===== src/rtl/aud_bridge_pkg.sv =====
package aud_bridge_pkg;

   typedef enum logic {
      BUS_IDLE = 1'b0,
      BUS_HOLD = 1'b1
   } bus_state_e;

   localparam int STAT_REC_AVAIL = 0;
   localparam int STAT_PB_ROOM   = 1;
   localparam int STAT_BITS      = 2;

endpackage


===== src/rtl/aud_clkgen.sv =====
module aud_clkgen #(
   parameter int MCLK_HALF = 1,
   parameter int BCLK_HALF = 2,
   parameter int SLOT_BITS = 16
) (
   input  logic clk_i,
   input  logic rst_ni,
   output logic mclk_o,
   output logic bclk_o,
   output logic lrclk_o,
   output logic bit_rise_o,
   output logic bit_fall_o,
   output logic slot_end_o
);

   localparam int BCW = (2 * BCLK_HALF > 2) ? $clog2(2 * BCLK_HALF) : 1;
   localparam int SCW = $clog2(SLOT_BITS);
   localparam logic [BCW-1:0] RISE_AT  = BCW'(BCLK_HALF - 1);
   localparam logic [BCW-1:0] FALL_AT  = BCW'(2 * BCLK_HALF - 1);
   localparam logic [SCW-1:0] LAST_BIT = SCW'(SLOT_BITS - 1);

   generate
      if (MCLK_HALF < 1) begin : g_bad_mclk
         $error("MCLK_HALF must be at least 1");
      end
      if (BCLK_HALF < 1) begin : g_bad_bclk
         $error("BCLK_HALF must be at least 1");
      end
      if (SLOT_BITS < 2) begin : g_bad_slot
         $error("SLOT_BITS must be at least 2");
      end
   endgenerate

   logic [BCW-1:0] bcnt_q;
   logic [SCW-1:0] bitcnt_q;
   logic           bclk_q;
   logic           lrclk_q;

   assign bit_rise_o = (bcnt_q == RISE_AT);
   assign bit_fall_o = (bcnt_q == FALL_AT);
   assign slot_end_o = bit_fall_o && (bitcnt_q == LAST_BIT);

   always_ff @(posedge clk_i) begin
      if (!rst_ni) begin
         bcnt_q   <= '0;
         bitcnt_q <= '0;
         bclk_q   <= 1'b0;
         lrclk_q  <= 1'b0;
      end else begin
         bcnt_q <= bit_fall_o ? '0 : bcnt_q + 1'b1;
         if (bit_rise_o) begin
            bclk_q <= 1'b1;
         end else if (bit_fall_o) begin
            bclk_q <= 1'b0;
         end
         if (bit_fall_o) begin
            bitcnt_q <= (bitcnt_q == LAST_BIT) ? '0 : bitcnt_q + 1'b1;
         end
         if (slot_end_o) begin
            lrclk_q <= ~lrclk_q;
         end
      end
   end

   assign bclk_o  = bclk_q;
   assign lrclk_o = lrclk_q;

   generate
      if (MCLK_HALF == 1) begin : g_mclk_toggle
         logic mclk_q;
         always_ff @(posedge clk_i) begin
            if (!rst_ni) mclk_q <= 1'b0;
            else         mclk_q <= ~mclk_q;
         end
         assign mclk_o = mclk_q;
      end else begin : g_mclk_count
         localparam int MCW = $clog2(MCLK_HALF);
         localparam logic [MCW-1:0] MC_LAST = MCW'(MCLK_HALF - 1);
         logic [MCW-1:0] mcnt_q;
         logic           mclk_q;
         always_ff @(posedge clk_i) begin
            if (!rst_ni) begin
               mcnt_q <= '0;
               mclk_q <= 1'b0;
            end else if (mcnt_q == MC_LAST) begin
               mcnt_q <= '0;
               mclk_q <= ~mclk_q;
            end else begin
               mcnt_q <= mcnt_q + 1'b1;
            end
         end
         assign mclk_o = mclk_q;
      end
   endgenerate

   // channel clock moves only together with a falling bit clock
   a_r2_lr_on_fall : assert property (@(posedge clk_i) disable iff (!rst_ni)
      !$stable(lrclk_o) |-> $fell(bclk_o));

   // bit clock moves only on a strobe of the counter
   a_r1_bclk_on_strobe : assert property (@(posedge clk_i) disable iff (!rst_ni)
      !$stable(bclk_o) |-> $past(bit_rise_o || bit_fall_o));

endmodule


===== src/rtl/aud_fifo.sv =====
module aud_fifo #(
   parameter int WIDTH = 16,
   parameter int DEPTH = 16
) (
   input  logic             clk_i,
   input  logic             rst_ni,
   input  logic             push_i,
   input  logic [WIDTH-1:0] data_i,
   input  logic             pop_i,
   output logic [WIDTH-1:0] head_o,
   output logic             empty_o,
   output logic             full_o
);

   localparam int PW = $clog2(DEPTH);
   localparam logic [PW:0] DEPTH_C = (PW + 1)'(DEPTH);

   generate
      if (DEPTH < 2 || (DEPTH & (DEPTH - 1)) != 0) begin : g_bad_depth
         $error("DEPTH must be a power of two, at least 2");
      end
   endgenerate

   logic [WIDTH-1:0] mem_q [DEPTH];
   logic [PW-1:0]    wr_ptr_q;
   logic [PW-1:0]    rd_ptr_q;
   logic [PW:0]      count_q;
   logic             push_ok;
   logic             pop_ok;

   assign empty_o = (count_q == '0);
   assign full_o  = (count_q == DEPTH_C);
   assign push_ok = push_i && !full_o;
   assign pop_ok  = pop_i && !empty_o;
   assign head_o  = mem_q[rd_ptr_q];

   always_ff @(posedge clk_i) begin
      if (push_ok) begin
         mem_q[wr_ptr_q] <= data_i;
      end
   end

   always_ff @(posedge clk_i) begin
      if (!rst_ni) begin
         wr_ptr_q <= '0;
         rd_ptr_q <= '0;
         count_q  <= '0;
      end else begin
         if (push_ok) wr_ptr_q <= wr_ptr_q + 1'b1;
         if (pop_ok)  rd_ptr_q <= rd_ptr_q + 1'b1;
         case ({push_ok, pop_ok})
            2'b10:   count_q <= count_q + 1'b1;
            2'b01:   count_q <= count_q - 1'b1;
            default: count_q <= count_q;
         endcase
      end
   end

   // occupancy never passes the depth
   a_r8_count_bound : assert property (@(posedge clk_i) disable iff (!rst_ni)
      count_q <= DEPTH_C);

   // a push into a full queue without a pop is dropped
   a_r5_full_drop : assert property (@(posedge clk_i) disable iff (!rst_ni)
      (full_o && push_i && !pop_i) |=> (full_o && $stable(wr_ptr_q)));

   // a pop of an empty queue leaves it untouched
   a_r7_empty_pop : assert property (@(posedge clk_i) disable iff (!rst_ni)
      (empty_o && pop_i && !push_i) |=> (empty_o && $stable(rd_ptr_q)));

endmodule


===== src/rtl/aud_serdes.sv =====
module aud_serdes #(
   parameter int WIDTH     = 16,
   parameter bit MSB_FIRST = 1'b1
) (
   input  logic             clk_i,
   input  logic             rst_ni,
   input  logic             bit_rise_i,
   input  logic             bit_fall_i,
   input  logic             slot_end_i,
   input  logic             sdin_i,
   input  logic [WIDTH-1:0] tx_word_i,
   input  logic             tx_avail_i,
   output logic             sdout_o,
   output logic [WIDTH-1:0] rx_word_o,
   output logic             tx_pop_o,
   output logic             rx_push_o
);

   logic [WIDTH-1:0] rx_sr_q;
   logic [WIDTH-1:0] tx_sr_q;
   logic [WIDTH-1:0] rx_next;
   logic [WIDTH-1:0] tx_next;

   generate
      if (MSB_FIRST) begin : g_msb_first
         assign rx_next = {rx_sr_q[WIDTH-2:0], sdin_i};
         assign tx_next = {tx_sr_q[WIDTH-2:0], 1'b0};
         assign sdout_o = tx_sr_q[WIDTH-1];
      end else begin : g_lsb_first
         assign rx_next = {sdin_i, rx_sr_q[WIDTH-1:1]};
         assign tx_next = {1'b0, tx_sr_q[WIDTH-1:1]};
         assign sdout_o = tx_sr_q[0];
      end
   endgenerate

   always_ff @(posedge clk_i) begin
      if (!rst_ni) begin
         rx_sr_q <= '0;
         tx_sr_q <= '0;
      end else begin
         if (bit_rise_i) begin
            rx_sr_q <= rx_next;
         end
         if (slot_end_i) begin
            tx_sr_q <= tx_avail_i ? tx_word_i : '0;
         end else if (bit_fall_i) begin
            tx_sr_q <= tx_next;
         end
      end
   end

   assign rx_word_o = rx_sr_q;
   assign rx_push_o = slot_end_i;
   assign tx_pop_o  = slot_end_i && tx_avail_i;

   // the DAC line holds between falling bit-clock strobes
   a_r3_sdout_holds : assert property (@(posedge clk_i) disable iff (!rst_ni)
      !bit_fall_i |=> $stable(sdout_o));

   // an empty playback queue at a slot boundary starts a silent slot
   a_r4_silent_slot : assert property (@(posedge clk_i) disable iff (!rst_ni)
      (slot_end_i && !tx_avail_i) |=> (tx_sr_q == '0));

endmodule


===== src/rtl/aud_bus_ctrl.sv =====
module aud_bus_ctrl
   import aud_bridge_pkg::*;
#(
   parameter int                ADDR_W   = 32,
   parameter int                DATA_W   = 32,
   parameter int                SAMPLE_W = 16,
   parameter int                DEC_W    = 16,
   parameter logic [DEC_W-1:0]  BASE_TAG = 16'hFEFE,
   parameter int                DATA_OFF = 0,
   parameter int                STAT_OFF = 4
) (
   input  logic                clk_i,
   input  logic                rst_ni,
   input  logic                sel_i,
   input  logic [ADDR_W-1:0]   addr_i,
   input  logic                rnw_i,
   input  logic [DATA_W-1:0]   wdata_i,
   input  logic [SAMPLE_W-1:0] rec_head_i,
   input  logic                rec_empty_i,
   input  logic                pb_full_i,
   output logic                rec_pop_o,
   output logic                pb_push_o,
   output logic [SAMPLE_W-1:0] pb_data_o,
   output logic                ack_o,
   output logic [DATA_W-1:0]   rdata_o
);

   localparam int OFF_W = ADDR_W - DEC_W;
   localparam logic [OFF_W-1:0] DATA_OFF_C = OFF_W'(DATA_OFF);
   localparam logic [OFF_W-1:0] STAT_OFF_C = OFF_W'(STAT_OFF);

   generate
      if (ADDR_W <= DEC_W) begin : g_bad_addr
         $error("ADDR_W must exceed DEC_W");
      end
      if (DATA_W < SAMPLE_W || DATA_W < STAT_BITS) begin : g_bad_data
         $error("DATA_W too narrow for samples or status");
      end
      if (DATA_W > SAMPLE_W) begin : g_fold_hi
         logic unused_wdata_hi;
         assign unused_wdata_hi = ^wdata_i[DATA_W-1:SAMPLE_W];
      end
   endgenerate

   bus_state_e          state_q;
   logic                hit;
   logic                start;
   logic                is_data;
   logic                is_stat;
   logic [DATA_W-1:0]   rd_value;
   logic [STAT_BITS-1:0] stat_bits;
   logic                ack_q;
   logic [DATA_W-1:0]   rdata_q;

   assign hit     = sel_i && (addr_i[ADDR_W-1:OFF_W] == BASE_TAG);
   assign start   = (state_q == BUS_IDLE) && hit;
   assign is_data = (addr_i[OFF_W-1:0] == DATA_OFF_C);
   assign is_stat = (addr_i[OFF_W-1:0] == STAT_OFF_C);

   always_comb begin
      stat_bits                 = '0;
      stat_bits[STAT_REC_AVAIL] = ~rec_empty_i;
      stat_bits[STAT_PB_ROOM]   = ~pb_full_i;
   end

   always_comb begin
      rd_value = '0;
      if (is_data && !rec_empty_i) begin
         rd_value = DATA_W'(rec_head_i);
      end else if (is_stat) begin
         rd_value = DATA_W'(stat_bits);
      end
   end

   assign rec_pop_o = start && rnw_i && is_data && !rec_empty_i;
   assign pb_push_o = start && !rnw_i && is_data;
   assign pb_data_o = wdata_i[SAMPLE_W-1:0];

   always_ff @(posedge clk_i) begin
      if (!rst_ni) begin
         state_q <= BUS_IDLE;
         ack_q   <= 1'b0;
         rdata_q <= '0;
      end else begin
         ack_q   <= start;
         rdata_q <= (start && rnw_i) ? rd_value : '0;
         case (state_q)
            BUS_IDLE: if (start)  state_q <= BUS_HOLD;
            BUS_HOLD: if (!sel_i) state_q <= BUS_IDLE;
            default:              state_q <= BUS_IDLE;
         endcase
      end
   end

   assign ack_o   = ack_q;
   assign rdata_o = rdata_q;

   // acknowledge is a one-cycle pulse
   a_r10_ack_pulse : assert property (@(posedge clk_i) disable iff (!rst_ni)
      ack_o |=> !ack_o);

   // acknowledge only follows a decoded select
   a_r6_ack_needs_hit : assert property (@(posedge clk_i) disable iff (!rst_ni)
      ack_o |-> ($past(sel_i) && $past(addr_i[ADDR_W-1:OFF_W]) == BASE_TAG));

   // read of an empty record queue answers zero
   a_r7_empty_zero : assert property (@(posedge clk_i) disable iff (!rst_ni)
      (ack_o && $past(rnw_i && is_data && rec_empty_i)) |-> (rdata_o == '0));

   // status reads keep the unused bits clear
   a_r9_stat_upper : assert property (@(posedge clk_i) disable iff (!rst_ni)
      (ack_o && $past(rnw_i && is_stat)) |-> (rdata_o[DATA_W-1:STAT_BITS] == '0));

   // read data is zero outside acknowledge
   a_r10_rdata_idle : assert property (@(posedge clk_i) disable iff (!rst_ni)
      !ack_o |-> (rdata_o == '0));

endmodule


===== src/rtl/aud_serial_bridge.sv =====
module aud_serial_bridge #(
   parameter int          ADDR_W     = 32,
   parameter int          DATA_W     = 32,
   parameter int          SAMPLE_W   = 16,
   parameter int          FIFO_DEPTH = 16,
   parameter int          MCLK_HALF  = 1,
   parameter int          BCLK_HALF  = 2,
   parameter logic [15:0] BASE_TAG   = 16'hFEFE,
   parameter bit          MSB_FIRST  = 1'b1
) (
   input  logic              clk_i,
   input  logic              rst_ni,
   input  logic              bus_sel_i,
   input  logic [ADDR_W-1:0] bus_addr_i,
   input  logic              bus_rnw_i,
   input  logic [DATA_W-1:0] bus_wdata_i,
   output logic [DATA_W-1:0] bus_rdata_o,
   output logic              bus_ack_o,
   output logic              codec_mclk_o,
   output logic              codec_bclk_o,
   output logic              codec_lrclk_o,
   input  logic              adc_sdata_i,
   output logic              dac_sdata_o
);

   localparam int SLOT_BITS = SAMPLE_W;

   logic                bit_rise;
   logic                bit_fall;
   logic                slot_end;
   logic [SAMPLE_W-1:0] rx_word;
   logic                rx_push;
   logic [SAMPLE_W-1:0] rec_head;
   logic                rec_empty;
   logic                rec_full;
   logic                rec_pop;
   logic [SAMPLE_W-1:0] pb_head;
   logic                pb_empty;
   logic                pb_full;
   logic                pb_pop;
   logic                pb_push;
   logic [SAMPLE_W-1:0] pb_data;
   logic                unused_rec_full;

   assign unused_rec_full = rec_full;

   aud_clkgen #(
      .MCLK_HALF (MCLK_HALF),
      .BCLK_HALF (BCLK_HALF),
      .SLOT_BITS (SLOT_BITS)
   ) u_clkgen (
      .clk_i      (clk_i),
      .rst_ni     (rst_ni),
      .mclk_o     (codec_mclk_o),
      .bclk_o     (codec_bclk_o),
      .lrclk_o    (codec_lrclk_o),
      .bit_rise_o (bit_rise),
      .bit_fall_o (bit_fall),
      .slot_end_o (slot_end)
   );

   aud_serdes #(
      .WIDTH     (SAMPLE_W),
      .MSB_FIRST (MSB_FIRST)
   ) u_serdes (
      .clk_i      (clk_i),
      .rst_ni     (rst_ni),
      .bit_rise_i (bit_rise),
      .bit_fall_i (bit_fall),
      .slot_end_i (slot_end),
      .sdin_i     (adc_sdata_i),
      .tx_word_i  (pb_head),
      .tx_avail_i (~pb_empty),
      .sdout_o    (dac_sdata_o),
      .rx_word_o  (rx_word),
      .tx_pop_o   (pb_pop),
      .rx_push_o  (rx_push)
   );

   aud_fifo #(
      .WIDTH (SAMPLE_W),
      .DEPTH (FIFO_DEPTH)
   ) u_rec_fifo (
      .clk_i   (clk_i),
      .rst_ni  (rst_ni),
      .push_i  (rx_push),
      .data_i  (rx_word),
      .pop_i   (rec_pop),
      .head_o  (rec_head),
      .empty_o (rec_empty),
      .full_o  (rec_full)
   );

   aud_fifo #(
      .WIDTH (SAMPLE_W),
      .DEPTH (FIFO_DEPTH)
   ) u_pb_fifo (
      .clk_i   (clk_i),
      .rst_ni  (rst_ni),
      .push_i  (pb_push),
      .data_i  (pb_data),
      .pop_i   (pb_pop),
      .head_o  (pb_head),
      .empty_o (pb_empty),
      .full_o  (pb_full)
   );

   aud_bus_ctrl #(
      .ADDR_W   (ADDR_W),
      .DATA_W   (DATA_W),
      .SAMPLE_W (SAMPLE_W),
      .DEC_W    (16),
      .BASE_TAG (BASE_TAG),
      .DATA_OFF (0),
      .STAT_OFF (4)
   ) u_bus_ctrl (
      .clk_i       (clk_i),
      .rst_ni      (rst_ni),
      .sel_i       (bus_sel_i),
      .addr_i      (bus_addr_i),
      .rnw_i       (bus_rnw_i),
      .wdata_i     (bus_wdata_i),
      .rec_head_i  (rec_head),
      .rec_empty_i (rec_empty),
      .pb_full_i   (pb_full),
      .rec_pop_o   (rec_pop),
      .pb_push_o   (pb_push),
      .pb_data_o   (pb_data),
      .ack_o       (bus_ack_o),
      .rdata_o     (bus_rdata_o)
   );

endmodule


===== config.mk =====
export PLATFORM = sky130hd
export DESIGN_NAME = aud_serial_bridge
export DESIGN_NICKNAME = d
export VERILOG_FILES = /design/src/rtl/aud_bridge_pkg.sv /design/src/rtl/aud_clkgen.sv /design/src/rtl/aud_fifo.sv /design/src/rtl/aud_serdes.sv /design/src/rtl/aud_bus_ctrl.sv /design/src/rtl/aud_serial_bridge.sv
export SDC_FILE = /design/constraint.sdc
export NUM_CORES = 1
export LEC_CHECK = 0
export BUFFER_PORTS_ARGS = -buffer_cell sky130_fd_sc_hd__clkbuf_2
export CORE_MARGIN = 5
export CORE_UTILIZATION = 55
export DETAILED_ROUTE_END_ITERATION = 8
export GPL_TIMING_DRIVEN = 0
export PLACE_DENSITY_LB_ADDON = 0.05
export SKIP_CTS_REPAIR_TIMING = 1
export SLEW_MARGIN = 10
export SYNTH_ARGS = -nofsm -noshare
export SYNTH_HDL_FRONTEND = slang
export SYNTH_SLANG_ARGS = --single-unit

===== constraint.sdc =====
create_clock -name clk_i -period 3.18 [get_ports clk_i]
set_input_delay 0.318 -clock clk_i [delete_from_list [all_inputs] [get_ports clk_i]]
set_output_delay 0.318 -clock clk_i [all_outputs]
set_load 0.02 [all_outputs]

# Yosys cells after proc, flatten, opt, wreduce, memory -nomap -nowiden
# Memory sizes are Yosys's and may differ from the RTL's. A register that Yosys moved wholly into a read port is not among the register bits.
# Index checks and enable logic that the tools add are counted.
dict set report op_classes {
  n_reduce_logical 29
  shifts 0
  n_eq_ne 11
  n_bitwise 8
  n_lt_le_gt_ge 0
  n_mux 21
  mul 0
  div_mod_pow 0
  add_sub_neg 10
}
# op n
set op_table {}
lappend op_table {{$mux W16} 4}
lappend op_table {{$add A4 B1 Y4 const B} 5}
lappend op_table {{$mux W4} 5}
lappend op_table {{$pmux W5 S2} 2}
lappend op_table {{$eq A16 B16 Y1 const B} 1}
lappend op_table {{$eq A16 B3 Y1 const B} 1}
lappend op_table {{$logic_not A16 Y1} 1}
lappend op_table {{$logic_and A1 B1 Y1} 14}
lappend op_table {{$add A5 B1 Y5 const B} 2}
lappend op_table {{$eq A5 B5 Y1 const B} 2}
lappend op_table {{$logic_not A5 Y1} 2}
lappend op_table {{$sub A5 B1 Y5 const B} 2}
lappend op_table {{$mux W1} 8}
lappend op_table {{$not A1 Y1} 8}
lappend op_table {{$reduce_bool A2 Y1} 4}
lappend op_table {{$eq A2 B1 Y1 const B} 3}
lappend op_table {{$eq A2 B2 Y1 const B} 3}
lappend op_table {{$logic_not A1 Y1} 5}
lappend op_table {{$eq A4 B4 Y1 const B} 1}
lappend op_table {{$reduce_or A3 Y1} 1}
lappend op_table {{$add A2 B1 Y2 const B} 1}
lappend op_table {{$mux W2} 1}
lappend op_table {{$pmux W1 S2} 1}
lappend op_table {{$reduce_and A2 Y1} 1}
lappend op_table {{$reduce_or A2 Y1} 1}
dict set report word_totals {
  input_bits 69
  out_inout_bits 37
  romBits 0
  memories 2
  latchBits 0
  ramBits 512
  register_bits 101
}
# memory words word_bits read_ports rd_clocked_by_memory_dff wr line_no
set mem_list {}
lappend mem_list {u_pb_fifo.mem_q 16 16 1 1 1 aud_fifo.sv:24} ;# logic [WIDTH-1:0] mem_q [DEPTH];
lappend mem_list {u_rec_fifo.mem_q 16 16 1 1 1 aud_fifo.sv:24}

# Logic depth before layout (Yosys ltp)
dict set report depth {
  depth_word 9
  depth_mapped 15
}

# Modules after synthesis
# A second synthesis with hierarchy kept.
dict set report unflattened {
  hier_cells 1321
  hier_area_um2 24110.6
}
# module seq_area_each_um2 area_per_inst_um2 cells_each n_inst
set by_module_without_submodules {}
lappend by_module_without_submodules {aud_fifo 8027.7 10583.9 521 2}
lappend by_module_without_submodules {aud_serdes 640.6 1515.2 126 1}
lappend by_module_without_submodules {aud_bus_ctrl 360.3 1039.7 114 1}
lappend by_module_without_submodules {aud_clkgen 180.2 384.1 38 1}
lappend by_module_without_submodules {aud_serial_bridge 0.0 3.8 1 1}

# Worst setup path after synthesis
# No wires, ideal clock.
dict set report synth_timing {
  path_kind {input-to-reg}
  start {in bus_addr_i[9]}
  end {reg u_pb_fifo.count_q[4]}
  path_stages 15
  t_required_ns 3.065
  path_slack_ns -0.055
  arrival_time_ns 3.120
  path_cell_list {or3_4 -> or4_4 -> nor4_4 -> and2_1 -> buf_6 -> inv_6 -> ha_1 -> clkbuf_1 -> xor2_1 -> ha_1 -> o211ai_1 -> a21oi_1 -> a31o_2 -> and3_1 -> o21a_1}
}
dict set report synth_between {
  elab_chain_len 5
  elab_cells_between_ends 7
}
# element line_no
set synth_lines {}
lappend synth_lines {{start, declared} aud_serial_bridge.sv:14} ;# input logic [ADDR_W-1:0] bus_addr_i,
lappend synth_lines {{$logic_not A16 Y1 (*)} aud_bus_ctrl.sv:57} ;# assign is_data = (addr_i[OFF_W-1:0] == DATA_OFF_C);
lappend synth_lines {{$logic_and A1 B1 Y1 (*)} aud_bus_ctrl.sv:76} ;# assign pb_push_o = start && !rnw_i && is_data;
lappend synth_lines {{$logic_and A1 B1 Y1 (*)} aud_fifo.sv:33} ;# assign push_ok = push_i && !full_o;
lappend synth_lines {{$eq A2 B1 Y1 or $eq A2 B2 Y1 (tied branches)} aud_fifo.sv:51} ;# case ({push_ok, pop_ok})
lappend synth_lines {{$pmux W5 S2 or $reduce_bool A2 Y1 (tied branches)} -}
lappend synth_lines {{end signal, assigned} aud_fifo.sv:52} ;# 2'b10: count_q <= count_q + 1'b1;
lappend synth_lines {{end signal, assigned} aud_fifo.sv:53} ;# 2'b01: count_q <= count_q - 1'b1;
lappend synth_lines {{end signal, assigned} aud_fifo.sv:54} ;# default: count_q <= count_q;
lappend synth_lines {{end, declared} aud_fifo.sv:27} ;# logic [PW:0] count_q;
# Mark *: on every way between the ends. The rest lies on a longest branch, timed or not.
# A chain may end at the register's enable or synchronous reset.

# Final worst setup path
dict set report layout_timing {
  start {reg u_rec_fifo.count_q[2]}
  end {reg u_rec_fifo.count_q[4]}
}
dict set report layout_between {
  elab_chain_len 6
  elab_cells_between_ends 13
}
# element line_no
set layout_lines {}
lappend layout_lines {{start, declared} aud_fifo.sv:27}
lappend layout_lines {{start signal, assigned} aud_fifo.sv:52}
lappend layout_lines {{start signal, assigned} aud_fifo.sv:53}
lappend layout_lines {{start signal, assigned} aud_fifo.sv:54}
lappend layout_lines {{$logic_not A5 Y1 (*)} aud_fifo.sv:31} ;# assign empty_o = (count_q == '0);
lappend layout_lines {{$logic_not A1 Y1 (*)} {aud_fifo.sv:34, aud_bus_ctrl.sv:75}}
lappend layout_lines {{$logic_and A1 B1 Y1} aud_bus_ctrl.sv:75} ;# assign rec_pop_o = start && rnw_i && is_data && !rec_empty_i;
lappend layout_lines {{$logic_and A1 B1 Y1 (*)} aud_fifo.sv:34} ;# assign pop_ok = pop_i && !empty_o;
lappend layout_lines {{via u_rec_fifo.pop_ok} aud_fifo.sv:29} ;# logic pop_ok;
lappend layout_lines {{$eq A2 B1 Y1 or $eq A2 B2 Y1 (tied branches)} aud_fifo.sv:51}
lappend layout_lines {{$pmux W5 S2 or $reduce_bool A2 Y1 (tied branches)} -}
# Mark *: on every way through the listed nets, which the timed path passes. The rest lies on a longest branch.

==> summary.md <==
| Metric | Value |
|---|---|
| Ports | `106` |
| DRT antenna net count | `0` |
| Number of synthesized flops with an enable pin | `512` |
| Die Wd | `217.3 um` |
| Final hold vios | `0` |
| Slew @ Worst Pin | `1107 ps` |
| Max Clk Rate | `328.6 MHz` |
| Hold Crit Depth | `3` |
| Via density | `6.000` |
| CTS tree | `built` |
| CORE AREA | `42790 um^2` |
| DRC | `0` |
| CP endpoint kind | `flip-flop` |
| Root buf cell | `clkbuf_16` |
| Status | `completed` |
| Peak supply drop | `0.4502 mV` |
| Critical path fanouts, max | `10` |
| Average size of a mapped cell | `18.98 um^2` |
| Minimum clock period | `3043 ps` |
| Fraction of layout cells with a size suffix above 1 | `0.2901` |
| Distinct cells, synth | `59` |
| Final Non-Filler Cells | `2028` |
| Reg2reg start | `u_rec_fifo.count_q[2]` |
| Worst-Skew Late Latency | `600 ps` |
| Vias | `12170` |
| Yosys reg bits | `605` |
| RD Place Congestion | `0.7606` |
| Period utilization | `0.9571` |
| Slew Viols, Final | `0` |
| Synthesized cell area | `23640 um^2` |
| Largest net degree at the start of global routing | `19` |
| # setup viols final | `0` |
| Pwr Total | `16.10 mW` |
| Overall die height | `217.3 um` |
| Crit path DAT | `3580 ps` |
| Clock Sinks | `605` |
| Most frequent cells in the layout | `512 x edfxtp_1, 144 x mux4_2, 93 x dfxtp_1` |
| Min-delay src | `rst_ni` |
| R2r setup slk | `140 ps` |
| Worst path required time | `3710 ps` |
| Yosys warning count | `0` |
| Crit start category | `flip-flop` |
| Fin Clk Skew | `11.89 ps` |
| Total GRT Usage | `0.2187` |
| DR WL/cell | `25.33 um` |
| Post-synthesis sequential area ratio | `0.7290` |
| Post-Route Utilization | `0.6417` |
| Nets@finish | `1521` |
| Mapped Cells | `1246` |
| Synth async-reset ratio | `0` |
| Vias in the first global route | `12390` |
| Reg2Reg Depth | `12` |
| Area of the multi-input gates | `6161 um^2` |
| First-pass GRT wire length | `77030 um` |
| Antenna Cells | `0` |
| Setup CP Type | `flip-flop to flip-flop` |
| DR iter-0 viols | `1089` |
| Clock Pin Slew Worst Setup and Hold Paths | `60 ps` |
| Starting Density | `0.5525` |
| Std cell rows | `76` |
| Htree depth | `2` |
| Die area | `47230 um^2` |
| GRT overflow | `0` |
| Most used flip-flop cell after synthesis | `edfxtp_1` |
| Antenna violations before repair | `1` |
| Hold WC Path Type | `input port to flip-flop` |
| Hold Path Sink | `u_rec_fifo.count_q[4]` |
| DR pass1 iterations | `5` |
| Fill cells | `3003` |
| P per Cell Area | `586.4 nW/um^2` |
| Total Wirelength | `51370 um` |
| Max Cap Violations | `0` |
| Clock Path Buffers | `3` |
| Terminus of the critical flop-to-flop path | `u_rec_fifo.count_q[4]` |
| Placed cells | `1904` |
| Rel. slew slack | `0.2622` |
| # port buffers | `73` |
| CTS Buf Count | `59` |
| Commonest non-fill, non-tap cell in the layout | `edfxtp_1` |
| Leakage | `9.094 nW` |
| Area delta synth->final | `16.13%` |
| FF/Latch Area | `17240 um^2` |
| Post-DP HPWL | `33160 um` |
routing by layer:
metal / vias to the layer above / wire (um) / track usage
met5: - / 0 / 0
met4: 0 / 1236 / 0.06046
met3: 98 / 2546 / 0.03144
met2: 326 / 27290 / 0.3912
met1: 6350 / 20290 / 0.2834
li1: 5393 / - / -
stage by stage:
stage,area [um^2],hold WS [ps],setup WS (ps),TNS [ps]
CTS,27230,-77.90,-792.7,-10610
global route,27460,62.01,-15.10,-15.10
global placement,24760,394.9,-1925,-373840
floorplan,23710,416.9,-23.21,-23.21
detailed placement,25190,402.8,-758.0,-9959
finish,27460,51.41,136.5,0
worst max path at each step:
| stage | from | end | slack (ps) |
|---|---|---|---|
| 2_1_floorplan | bus_addr_i[9] | u_pb_fifo.count_q[4] | -20 |
| 3_3_place_gp | u_clkgen.bcnt_q[0] | u_rec_fifo.mem_q[1][7] | -1920 |
| 3_5_place_dp | u_clkgen.bcnt_q[0] | u_pb_fifo.count_q[4] | -760 |
| 4_1_cts | u_clkgen.bcnt_q[0] | u_pb_fifo.count_q[4] | -790 |
| 5_1_grt | u_rec_fifo.count_q[2] | u_rec_fifo.count_q[2] | -20 |
| 6_report | u_rec_fifo.count_q[2] | u_rec_fifo.count_q[4] | 140 |
area by class of cell:
| cell class | instances | area share |
|---|---|---|
| well taps | 546 | 0.02488 |
| inverters | 20 | 0.003008 |
| clock buffers | 77 | 0.05883 |
| multi-input cells | 549 | 0.2244 |
| flip-flops and latches | 605 | 0.6277 |
| repair buffers | 112 | 0.02889 |
| clock inverters | 34 | 0.01572 |
| plain buffers | 85 | 0.01654 |
kinds of logic after synthesis:
group	after synthesis	synth area share
flip-flops	605	0.7290
AND/OR/NAND/NOR	181	0.04562
multiplexers	169	0.1477
AO/OA/AOI/OAI	146	0.03889
buffers and inverters	107	0.02170
adder cells (fa/ha/maj)	20	0.01058
XOR/XNOR	17	0.006297
other	1	0.0001586
synth_stat cells (3+ instances only):
master | number | area share
nor4_1 | 4 | 0.0011
clkbuf_1 | 46 | 0.0073
nor3_1 | 11 | 0.0023
buf_2 | 10 | 0.0021
nor2b_1 | 5 | 0.0013
inv_1 | 17 | 0.0027
nand4_1 | 6 | 0.0016
edfxtp_1 | 512 | 0.65
nor4_2 | 9 | 0.0048
nand2_1 | 16 | 0.0025
and4_1 | 10 | 0.0037
buf_1 | 7 | 0.0011
ha_1 | 20 | 0.011
xnor2_1 | 5 | 0.0019
a22o_1 | 32 | 0.012
buf_4 | 23 | 0.0073
nor4_4 | 3 | 0.0027
mux4_2 | 144 | 0.14
mux2i_1 | 25 | 0.011
nand2b_1 | 4 | 0.0011
a21boi_0 | 3 | 0.00095
dfxtp_1 | 93 | 0.079
nand3_1 | 8 | 0.0017
nor2_1 | 66 | 0.010
and3_1 | 19 | 0.0050
xor2_1 | 12 | 0.0044
a21oi_1 | 40 | 0.0085
o21ai_0 | 53 | 0.011
registers in the layout, summed over array words and instances, names as in the netlist, named ones only:
register,count
u_pb_fifo.mem_q,256
u_rec_fifo.mem_q,256
u_bus_ctrl.rdata_o,16
u_serdes.rx_word_o,16
u_serdes.tx_sr_q,16
u_pb_fifo.count_q,5
u_rec_fifo.count_q,5
u_clkgen.bitcnt_q,4
u_pb_fifo.rd_ptr_q,4
u_pb_fifo.wr_ptr_q,4
u_rec_fifo.rd_ptr_q,4
u_rec_fifo.wr_ptr_q,4
u_clkgen.bcnt_q,2
u_bus_ctrl.ack_o,1
u_bus_ctrl.state_q,1
u_clkgen.bclk_o,1
u_clkgen.lrclk_o,1
u_clkgen.mclk_o,1
report_power, final:
group          internal [mW]  switching [mW]
clock                   4.38            2.91
sequential              8.56          0.0219
combinational         0.0754           0.151
critical path, stage by stage (launching register included):
cell and delay (ps):
dfxtp_1 410, or4_4 560, o211ai_4 250, nor4_4 100, ha_1 230, clkbuf_4 190, xor2_1 150, ha_2 190
buf_4 150, a311oi_2 260, a211oi_1 80, mux2i_1 200, mux2i_1 200
Note: power is estimated with default switching activity, not from simulation.
